File: config.mk
export PLATFORM = sky130hd
export DESIGN_NAME = chr_disp_exec
export DESIGN_NICKNAME = d
export VERILOG_FILES = /design/src/rtl/chr_exec_pkg.sv /design/src/rtl/chr_op_decode.sv /design/src/rtl/chr_ac_step.sv /design/src/rtl/chr_clear_sweep.sv /design/src/rtl/chr_disp_exec.sv
export SDC_FILE = /design/constraint.sdc
export NUM_CORES = 1
export LEC_CHECK = 0
export ABC_CLOCK_PERIOD_IN_PS = 3400
export BUFFER_PORTS_ARGS = -buffer_cell sky130_fd_sc_hd__buf_2
export CORE_ASPECT_RATIO = 0.6
export CORE_MARGIN = 3
export CORE_UTILIZATION = 40
export CTS_CLUSTER_DIAMETER = 120
export DETAILED_ROUTE_END_ITERATION = 16
export PLACE_DENSITY_LB_ADDON = 0.1
export SLEW_MARGIN = 5
export SYNTH_ARGS = -nofsm -noshare
export SYNTH_HDL_FRONTEND = slang
export SYNTH_HIERARCHICAL = 1
export SYNTH_SLANG_ARGS = --single-unit
File: constraint.sdc
create_clock -name clk -period 3.4 [get_ports clk]
set_clock_uncertainty 0.2 [all_clocks]
set_input_delay 0.51 -clock clk [delete_from_list [all_inputs] [get_ports clk]]
set_output_delay 0.51 -clock clk [all_outputs]
set_load 0.03 [all_outputs]
File: src/rtl/chr_exec_pkg.sv
// Shared types for the character display instruction executor.
// Assumes: 8-bit instruction bytes; three write targets.
package chr_exec_pkg;
    typedef enum logic [3:0] {
        OP_NONE, OP_CLEAR, OP_HOME, OP_ENTRY, OP_DCTRL, OP_SHIFT, OP_FUNC,
        OP_PADDR, OP_DADDR, OP_OSC, OP_IADDR, OP_POWER, OP_FOLLOW, OP_CLOW
    } op_e;

    typedef enum logic [1:0] {TGT_DISP, TGT_PATT, TGT_ICON} tgt_e;

    localparam logic [7:0] SPACE_CODE = 8'h20;
endpackage

File: src/rtl/chr_op_decode.sv
// Instruction decoder: classifies a byte by the position of its highest set
// bit, with the bank bit remapping 10H-1FH and 40H-7FH.
// Assumes: purely combinational, no state.
module chr_op_decode
    import chr_exec_pkg::*;
(
    input  logic [7:0] code,
    input  logic       ext,
    output op_e        op
);
    // Priority decode on the leading one.
    always_comb begin
        casez (code)
            8'b1???????: op = OP_DADDR;
            8'b01??????: begin
                if (!ext)                   op = OP_PADDR;
                else begin
                    case (code[5:4])
                        2'b00:   op = OP_IADDR;
                        2'b01:   op = OP_POWER;
                        2'b10:   op = OP_FOLLOW;
                        default: op = OP_CLOW;
                    endcase
                end
            end
            8'b001?????: op = OP_FUNC;
            8'b0001????: op = ext ? OP_OSC : OP_SHIFT;
            8'b00001???: op = OP_DCTRL;
            8'b000001??: op = OP_ENTRY;
            8'b0000001?: op = OP_HOME;
            8'b00000001: op = OP_CLEAR;
            default:     op = OP_NONE;
        endcase
    end
endmodule

File: src/rtl/chr_ac_step.sv
// Address counter stepper: next counter value one position up or down,
// honouring the layout of the selected RAM (line gap, wrap points).
// Assumes: PAT_AW and ICON_AW are not wider than DISP_AW.
module chr_ac_step
    import chr_exec_pkg::*;
#(
    parameter int DISP_AW    = 7,
    parameter int LINE_LEN   = 40,
    parameter int LINE2_BASE = 64,
    parameter int PAT_AW     = 6,
    parameter int ICON_AW    = 4
) (
    input  logic [DISP_AW-1:0] ac,
    input  tgt_e               tgt,
    input  logic               two_line,
    input  logic               up,
    output logic [DISP_AW-1:0] nxt
);
    localparam logic [DISP_AW-1:0] ONE_LAST = DISP_AW'(2*LINE_LEN - 1);
    localparam logic [DISP_AW-1:0] L1_LAST  = DISP_AW'(LINE_LEN - 1);
    localparam logic [DISP_AW-1:0] L2_FIRST = DISP_AW'(LINE2_BASE);
    localparam logic [DISP_AW-1:0] L2_LAST  = DISP_AW'(LINE2_BASE + LINE_LEN - 1);

    logic [PAT_AW-1:0]  pat_n;
    logic [ICON_AW-1:0] icon_n;

    // Narrow counters for the pattern and icon RAMs wrap on their own width.
    always_comb begin
        pat_n  = up ? ac[PAT_AW-1:0] + 1'b1 : ac[PAT_AW-1:0] - 1'b1;
        icon_n = up ? ac[ICON_AW-1:0] + 1'b1 : ac[ICON_AW-1:0] - 1'b1;
    end

    // Select the wrap rule of the current target and layout.
    always_comb begin
        case (tgt)
            TGT_PATT: nxt = DISP_AW'(pat_n);
            TGT_ICON: nxt = DISP_AW'(icon_n);
            default: begin
                if (!two_line) begin
                    if (up) nxt = (ac == ONE_LAST) ? '0 : ac + 1'b1;
                    else    nxt = (ac == '0) ? ONE_LAST : ac - 1'b1;
                end else if (up) begin
                    if (ac == L1_LAST)      nxt = L2_FIRST;
                    else if (ac == L2_LAST) nxt = '0;
                    else                    nxt = ac + 1'b1;
                end else begin
                    if (ac == L2_FIRST)     nxt = L1_LAST;
                    else if (ac == '0)      nxt = L2_LAST;
                    else                    nxt = ac - 1'b1;
                end
            end
        endcase
    end
endmodule

File: src/rtl/chr_clear_sweep.sv
// Clear sweep sequencer: after a start pulse, presents each display address
// of the current layout once per cycle while active is high.
// Assumes: start is not raised while active (the top drops input while busy).
module chr_clear_sweep #(
    parameter int DISP_AW    = 7,
    parameter int LINE_LEN   = 40,
    parameter int LINE2_BASE = 64
) (
    input  logic               clk,
    input  logic               rst_n,
    input  logic               start,
    input  logic               two_line,
    output logic               active,
    output logic [DISP_AW-1:0] wr_addr
);
    localparam int CNT   = 2 * LINE_LEN;
    localparam int IDX_W = $clog2(CNT);
    localparam logic [IDX_W-1:0] IDX_LAST = IDX_W'(CNT - 1);
    localparam logic [IDX_W-1:0] IDX_L2   = IDX_W'(LINE_LEN);

    logic [IDX_W-1:0] idx;

    // Sweep index counter; runs CNT cycles after start.
    always_ff @(posedge clk) begin
        if (!rst_n) begin
            active <= 1'b0;
            idx    <= '0;
        end else if (start) begin
            active <= 1'b1;
            idx    <= '0;
        end else if (active) begin
            if (idx == IDX_LAST) active <= 1'b0;
            else                 idx    <= idx + 1'b1;
        end
    end

    // Map the index onto the layout, skipping the gap in two-line mode.
    always_comb begin
        if (two_line && idx >= IDX_L2)
            wr_addr = DISP_AW'(idx) - DISP_AW'(LINE_LEN) + DISP_AW'(LINE2_BASE);
        else
            wr_addr = DISP_AW'(idx);
    end

    AST_SWEEP_IN_RANGE: assert property (@(posedge clk) disable iff (!rst_n)
        active |-> idx <= IDX_LAST);
    AST_SWEEP_SKIPS_GAP: assert property (@(posedge clk) disable iff (!rst_n)
        (active && two_line) |-> !(wr_addr >= DISP_AW'(LINE_LEN) &&
                                   wr_addr <  DISP_AW'(LINE2_BASE)));
endmodule

File: src/rtl/chr_disp_exec.sv
// Character display instruction executor (top). Accepts instruction and data
// bytes, keeps mode registers, address counter and shift offset, and issues
// one registered RAM write per cycle.
// Assumes: a byte is offered for one cycle with in_valid; bytes during busy
// are dropped, so the host waits for busy low.
module chr_disp_exec
    import chr_exec_pkg::*;
#(
    parameter int DISP_AW    = 7,
    parameter int LINE_LEN   = 40,
    parameter int LINE2_BASE = 64,
    parameter int PAT_AW     = 6,
    parameter int ICON_AW    = 4
) (
    input  logic               clk,
    input  logic               rst_n,
    input  logic               in_valid,
    input  logic               in_rs,
    input  logic [7:0]         in_byte,
    output logic               busy,
    output logic               ram_we_disp,
    output logic               ram_we_patt,
    output logic               ram_we_icon,
    output logic [DISP_AW-1:0] ram_addr,
    output logic [7:0]         ram_wdata,
    output logic [DISP_AW-1:0] addr_ctr,
    output logic [DISP_AW-1:0] disp_ofs,
    output logic               inc_mode,
    output logic               shift_mode,
    output logic               disp_on,
    output logic               cur_on,
    output logic               blink_on,
    output logic               bus_8bit,
    output logic               two_line,
    output logic               dbl_height,
    output logic               ext_table,
    output logic               icon_on,
    output logic               boost_on,
    output logic               follow_on,
    output logic               bias_quarter,
    output logic [2:0]         osc_trim,
    output logic [2:0]         amp_ratio,
    output logic [5:0]         contrast
);
    localparam logic [DISP_AW-1:0] OFS_MAX1 = DISP_AW'(2*LINE_LEN - 1);
    localparam logic [DISP_AW-1:0] OFS_MAX2 = DISP_AW'(LINE_LEN - 1);
    localparam logic [DISP_AW-1:0] L1_LAST  = DISP_AW'(LINE_LEN - 1);
    localparam logic [DISP_AW-1:0] L2_FIRST = DISP_AW'(LINE2_BASE);

    op_e                op;
    tgt_e               tgt_q;
    logic [DISP_AW-1:0] ac_q, ofs_q, ac_nxt, sw_addr;
    logic [DISP_AW-1:0] ofs_max, ofs_lft, ofs_rgt;
    logic               id_q, sh_q, two_q, dh_q, ext_q, sw_active;
    logic               accept, is_cmd, is_dat, step_up;

    // Input qualification: nothing is taken while the sweep runs.
    always_comb begin
        accept  = in_valid && !sw_active;
        is_cmd  = accept && !in_rs;
        is_dat  = accept && in_rs;
        step_up = is_dat ? id_q : in_byte[2];
    end

    chr_op_decode u_dec (
        .code (in_byte),
        .ext  (ext_q),
        .op   (op)
    );

    chr_ac_step #(
        .DISP_AW(DISP_AW), .LINE_LEN(LINE_LEN), .LINE2_BASE(LINE2_BASE),
        .PAT_AW(PAT_AW), .ICON_AW(ICON_AW)
    ) u_step (
        .ac       (ac_q),
        .tgt      (tgt_q),
        .two_line (two_q),
        .up       (step_up),
        .nxt      (ac_nxt)
    );

    chr_clear_sweep #(
        .DISP_AW(DISP_AW), .LINE_LEN(LINE_LEN), .LINE2_BASE(LINE2_BASE)
    ) u_sweep (
        .clk      (clk),
        .rst_n    (rst_n),
        .start    (is_cmd && op == OP_CLEAR),
        .two_line (two_q),
        .active   (sw_active),
        .wr_addr  (sw_addr)
    );

    // Shift offset arithmetic, modulo the visible line length.
    always_comb begin
        ofs_max = two_q ? OFS_MAX2 : OFS_MAX1;
        ofs_lft = (ofs_q >= ofs_max) ? '0 : ofs_q + 1'b1;
        ofs_rgt = (ofs_q == '0) ? ofs_max : ofs_q - 1'b1;
    end

    // Main state: RAM write port, counter, offset and mode registers.
    always_ff @(posedge clk) begin
        if (!rst_n) begin
            ram_we_disp <= 1'b0;  ram_we_patt <= 1'b0;  ram_we_icon <= 1'b0;
            ram_addr    <= '0;    ram_wdata   <= '0;
            ac_q  <= '0;  ofs_q <= '0;  tgt_q <= TGT_DISP;
            id_q  <= 1'b1; sh_q <= 1'b0;
            disp_on <= 1'b0; cur_on <= 1'b0; blink_on <= 1'b0;
            bus_8bit <= 1'b1; two_q <= 1'b0; dh_q <= 1'b0; ext_q <= 1'b0;
            icon_on <= 1'b0; boost_on <= 1'b0; follow_on <= 1'b0;
            bias_quarter <= 1'b0; osc_trim <= '0; amp_ratio <= '0; contrast <= '0;
        end else begin
            ram_we_disp <= 1'b0;
            ram_we_patt <= 1'b0;
            ram_we_icon <= 1'b0;
            if (sw_active) begin
                ram_we_disp <= 1'b1;
                ram_addr    <= sw_addr;
                ram_wdata   <= SPACE_CODE;
            end else if (is_dat) begin
                case (tgt_q)
                    TGT_PATT: ram_we_patt <= 1'b1;
                    TGT_ICON: ram_we_icon <= 1'b1;
                    default:  ram_we_disp <= 1'b1;
                endcase
                ram_addr  <= ac_q;
                ram_wdata <= in_byte;
                ac_q      <= ac_nxt;
                if (tgt_q == TGT_DISP && sh_q)
                    ofs_q <= id_q ? ofs_lft : ofs_rgt;
            end else if (is_cmd) begin
                case (op)
                    OP_CLEAR, OP_HOME: begin
                        ac_q  <= '0;
                        ofs_q <= '0;
                        tgt_q <= TGT_DISP;
                        if (op == OP_CLEAR) id_q <= 1'b1;
                    end
                    OP_ENTRY: begin id_q <= in_byte[1]; sh_q <= in_byte[0]; end
                    OP_DCTRL: begin
                        disp_on  <= in_byte[2];
                        cur_on   <= in_byte[1];
                        blink_on <= in_byte[0];
                    end
                    OP_SHIFT: begin
                        if (in_byte[3]) ofs_q <= in_byte[2] ? ofs_rgt : ofs_lft;
                        else            ac_q  <= ac_nxt;
                    end
                    OP_FUNC: begin
                        bus_8bit <= in_byte[4];
                        two_q    <= in_byte[3];
                        dh_q     <= in_byte[2] & ~in_byte[3];
                        ext_q    <= in_byte[0];
                    end
                    OP_PADDR: begin tgt_q <= TGT_PATT; ac_q <= DISP_AW'(in_byte[PAT_AW-1:0]); end
                    OP_DADDR: begin tgt_q <= TGT_DISP; ac_q <= in_byte[DISP_AW-1:0]; end
                    OP_IADDR: begin tgt_q <= TGT_ICON; ac_q <= DISP_AW'(in_byte[ICON_AW-1:0]); end
                    OP_OSC:   begin bias_quarter <= in_byte[3]; osc_trim <= in_byte[2:0]; end
                    OP_POWER: begin
                        icon_on       <= in_byte[3];
                        boost_on      <= in_byte[2];
                        contrast[5:4] <= in_byte[1:0];
                    end
                    OP_FOLLOW: begin follow_on <= in_byte[3]; amp_ratio <= in_byte[2:0]; end
                    OP_CLOW:   contrast[3:0] <= in_byte[3:0];
                    default: ;
                endcase
            end
        end
    end

    // Output mapping of internal state.
    always_comb begin
        busy       = sw_active;
        addr_ctr   = ac_q;
        disp_ofs   = ofs_q;
        inc_mode   = id_q;
        shift_mode = sh_q;
        two_line   = two_q;
        dbl_height = dh_q;
        ext_table  = ext_q;
    end

    AST_BUSY_HOLDS_AC: assert property (@(posedge clk) disable iff (!rst_n)
        (busy && in_valid) |=> $stable(ac_q));
    AST_SWEEP_NO_OTHER_RAM: assert property (@(posedge clk) disable iff (!rst_n)
        busy |-> (!ram_we_patt && !ram_we_icon));
    AST_SWEEP_SPACE: assert property (@(posedge clk) disable iff (!rst_n)
        ($past(busy) && ram_we_disp) |-> ram_wdata == SPACE_CODE);
    AST_HOME_ZERO: assert property (@(posedge clk) disable iff (!rst_n)
        (is_cmd && op == OP_HOME) |=> (ac_q == '0 && ofs_q == '0));
    AST_ONE_STROBE: assert property (@(posedge clk) disable iff (!rst_n)
        $onehot0({ram_we_disp, ram_we_patt, ram_we_icon}));
    AST_PAT_NO_SHIFT: assert property (@(posedge clk) disable iff (!rst_n)
        (is_dat && tgt_q != TGT_DISP) |=> $stable(ofs_q));
    AST_LINE_GAP_UP: assert property (@(posedge clk) disable iff (!rst_n)
        (is_dat && tgt_q == TGT_DISP && two_q && id_q && ac_q == L1_LAST)
        |=> ac_q == L2_FIRST);
    AST_SCREEN_SHIFT_KEEPS_AC: assert property (@(posedge clk) disable iff (!rst_n)
        (is_cmd && op == OP_SHIFT && in_byte[3]) |=> $stable(ac_q));
    AST_DH_FORBIDDEN: assert property (@(posedge clk) disable iff (!rst_n)
        !(two_q && dh_q));
endmodule

==> results.tsv <==
stage	metric	value	unit
layout	regArea	1340	sq um
placement	dp_cells	724	
global_routing	track_usage	20.5	%
synthesis	yosysSeqAreaShare	30.5	%
critical_path	criticalPathCategory	flop to flop	
layout	drive_gt1_share	20.5	%
global_routing	grt_pass1_vias	3905	
critical_path	cp-end-kind	flop	
synthesis	synth_nets	578	
pwr	p_per_area	448	nW/um^2
min_path	hp-class	flop to flop	
sta	tns	0	ps
synthesis	synth.area.top_cells	dfxtp_1 (30%), ha_1 (6.0%), nand2_1 (5.3%)	
synthesis	async_flop_share	0	%
clock_tree	clockBufferDepth	2	
layout	multiInputGateArea	2800	sq um
drt	ant_nets	0	
sta	rsz0062_at_grt	no	
floorplan	start_util	42.9	%
clock_tree	cts-buffers-inserted	9	
sta	min_period_over_period	82.9	%
layout	most-common-layout-cells	buf_2 (69), dfxtp_1 (67), nand2_1 (62), nor2_1 (49), a21oi_1 (43)	
floorplan	core_area	10300	sq um
critical_path	worstPathArrival	2860	ps
synthesis	synth-main-ff-cell	dfxtp_1	
drt	viasPerCell	5.68	
drt	num_vias	4202	
layout	n_fill_cell	1002	
critical_path	cpMostUsedCell	nand2_1	
sta	setup-violations-final	0	
critical_path	required	3440	ps
global_routing	grt-ovfl-total	0	
clock_tree	clk_pin_slew	60	ps
synthesis	synth_edf_count	0	
synthesis	synth_cell_types	78	
placement	place_congestion	0.874	
synthesis	synth_top_cell_by_area	dfxtp_1	
drt	drtIter0Drc	224	
floorplan	fp.dieH	87.2	um
layout	synthToLayoutAreaGrowth	17.5	%
placement	dpl.hpwl	8960	um
drt	wl	12300	um
pwr	p_total	2.31	mW
drt	wl_per_cell	16.6	um
clock_tree	cts_num_sinks	67	
global_routing	grt_max_degree	38	
floorplan	num_io_pins	70	
synthesis	synth_top_area_share	30.5	%
layout	diodes	0	
critical_path	max_stage_delay	510	ps
clock_tree	post_cts_resized	0	
clock_tree	cts_hold_buf	0	
layout	fin_cells	740	
layout	layout_commonest_cell	buf_2	
critical_path	cp_max_fo	9	
clock_tree	cts_root_buf	clkbuf_16	
floorplan	die_area	12300	sq um
pwr	p_leak	2.16	nW
floorplan	die_w	141	um
synthesis	synthCells	544	
sta	max_slew.worst_pin.slew	774	ps
clock_tree	cts_tree	yes	
sta	relSlewSlack	48.3	%
sta	setup_ws	582	ps
global_routing	grt_first_pass_wirelength	20400	um
critical_path	crit_path_top_delay_cell	dfxtp_1	
run_status	outcome	completed	
placement	io_buffers	69	
clock_tree	cts_setup_buffers	0	
clock_tree	h-tree-depth	3	
synthesis	syn_avg_cell_area	8.09	sq um
flow_run	max_cap_violations	0	
floorplan	fp-row-count	28	
sta	hold_viol_final	0	
synthesis	synth-seq-cells	67	
clock_tree	insertion_delay	330	ps
critical_path	critPathLaunchType	flop	
placement	pre_cts_slack	352	ps
synthesis	netlist_area	4400	sq um
sta	max_clock_freq	355	MHz
drt	drt_pass1_iterations	5	
global_routing	antenna_found_initial	0	
sta	final.min_clock_period	2820	ps
pwr	ir_worst_vdd	0.326	mV
sta	maxSlewViolCount	0	
synthesis	yosys_warnings	6	
critical_path	crit_chain	and3b_1 > nand2_1 > nand2_1 > inv_1 > ha_1 > a211oi_1 > o21bai_1 > a21oi_1 > xnor2_1 > o221ai_2 > a32oi_1 > a311oi_1	
layout	final_nets	634	
drt	drc	0	
[layer usage]
layer	GRT usage, %	vias up	share of wire [%]
li1	-	2080	-
met1	30.2	1973	51
met2	30.5	139	43
met3	4.50	10	5.5
met4	4.62	0	0.77
met5	0	-	0
[where the power goes]
group	switching, mW	internal (mW)
combinational	0.243	0.142
sequential	0.0361	0.804
clock	0.366	0.722
total	0.646	1.67
[cells in the mapped netlist, drive strengths merged (4+ instances only)]
library cell and n:
nand2 62, xnor2 6, or3 7, nor3 16, a31oi 7, inv 21, nor2b 12, nand3b 4
dfxtp 67, mux2i 21, and3 5, o21ai 28, clkbuf 20, nand2b 10, a21oi 43, a211oi 6
nor2 49, a21o 6, buf 16, xor2 11, o22ai 5, nor4 5, nand4 4, nand3 20
a22oi 12, ha 21, a311oi 7, a32oi 5
[cell families after synthesis]
group                      synth area share, %
AOI/OAI and AO/OA                         22.2
xor gates and xnor gates                  3.38
adders and majority gates                 6.43
buffers and inverters                     5.97
DFF                                       30.5
muxes                                     5.29
and+or+nand+nor                           26.3
[state kept, by name, summed over array words and instances, names as in the netlist, 2 cells and up]
signal	cells
ram_wdata	8
contrast	6
ram_addr	7
u_sweep/idx	7
tgt_q	2
amp_ratio	3
addr_ctr	7
osc_trim	3
disp_ofs	7
[final timing paths]
| check | from | endpoint | slack [ps] | cells past startpoint |
|---|---|---|---|---|
| min reg2reg | ram_addr[0]$_SDFFE_PN0N_ | ram_addr[0]$_SDFFE_PN0N_ | 250 | 2 |
| max | u_sweep/active$_SDFF_PN0_ | addr_ctr[5]$_SDFFE_PN0P_ | 580 | 12 |
| max reg2reg | u_sweep/active$_SDFF_PN0_ | addr_ctr[5]$_SDFFE_PN0P_ | 580 | 12 |
| min | ram_addr[0]$_SDFFE_PN0N_ | ram_addr[0]$_SDFFE_PN0N_ | 250 | 2 |
[worst max-delay path: cells and delay by family (launching register included)]
kind	cells	cell delay [ps]
fa+ha+maj	1	300
flops	1	510
buf+inv	1	200
compound gates	6	1050
xor+xnor	1	100
simple gates	3	350
[per-stage QoR]
step           util, %  hold slack (ps)  cell area [sq um]
2_1_floorplan        -              301               4400
3_3_place_gp      47.0              241               4820
5_1_grt           50.4              274               5170
4_1_cts           50.4              251               5170
6_report          50.4              249               5170
3_5_place_dp      47.0              243               4820
[area by class of cell]
| type | instances | share of cell area (%) |
|---|---|---|
| multi-input combinational | 420 | 54.1 |
| tap | 135 | 3.27 |
| clock buffer | 9 | 4.36 |
| timing repair buffer | 81 | 8.42 |
| sequential | 67 | 26.0 |
| clock inverter | 7 | 2.40 |
| inverter | 21 | 1.53 |
Note: power is estimated with default switching activity, not from simulation.
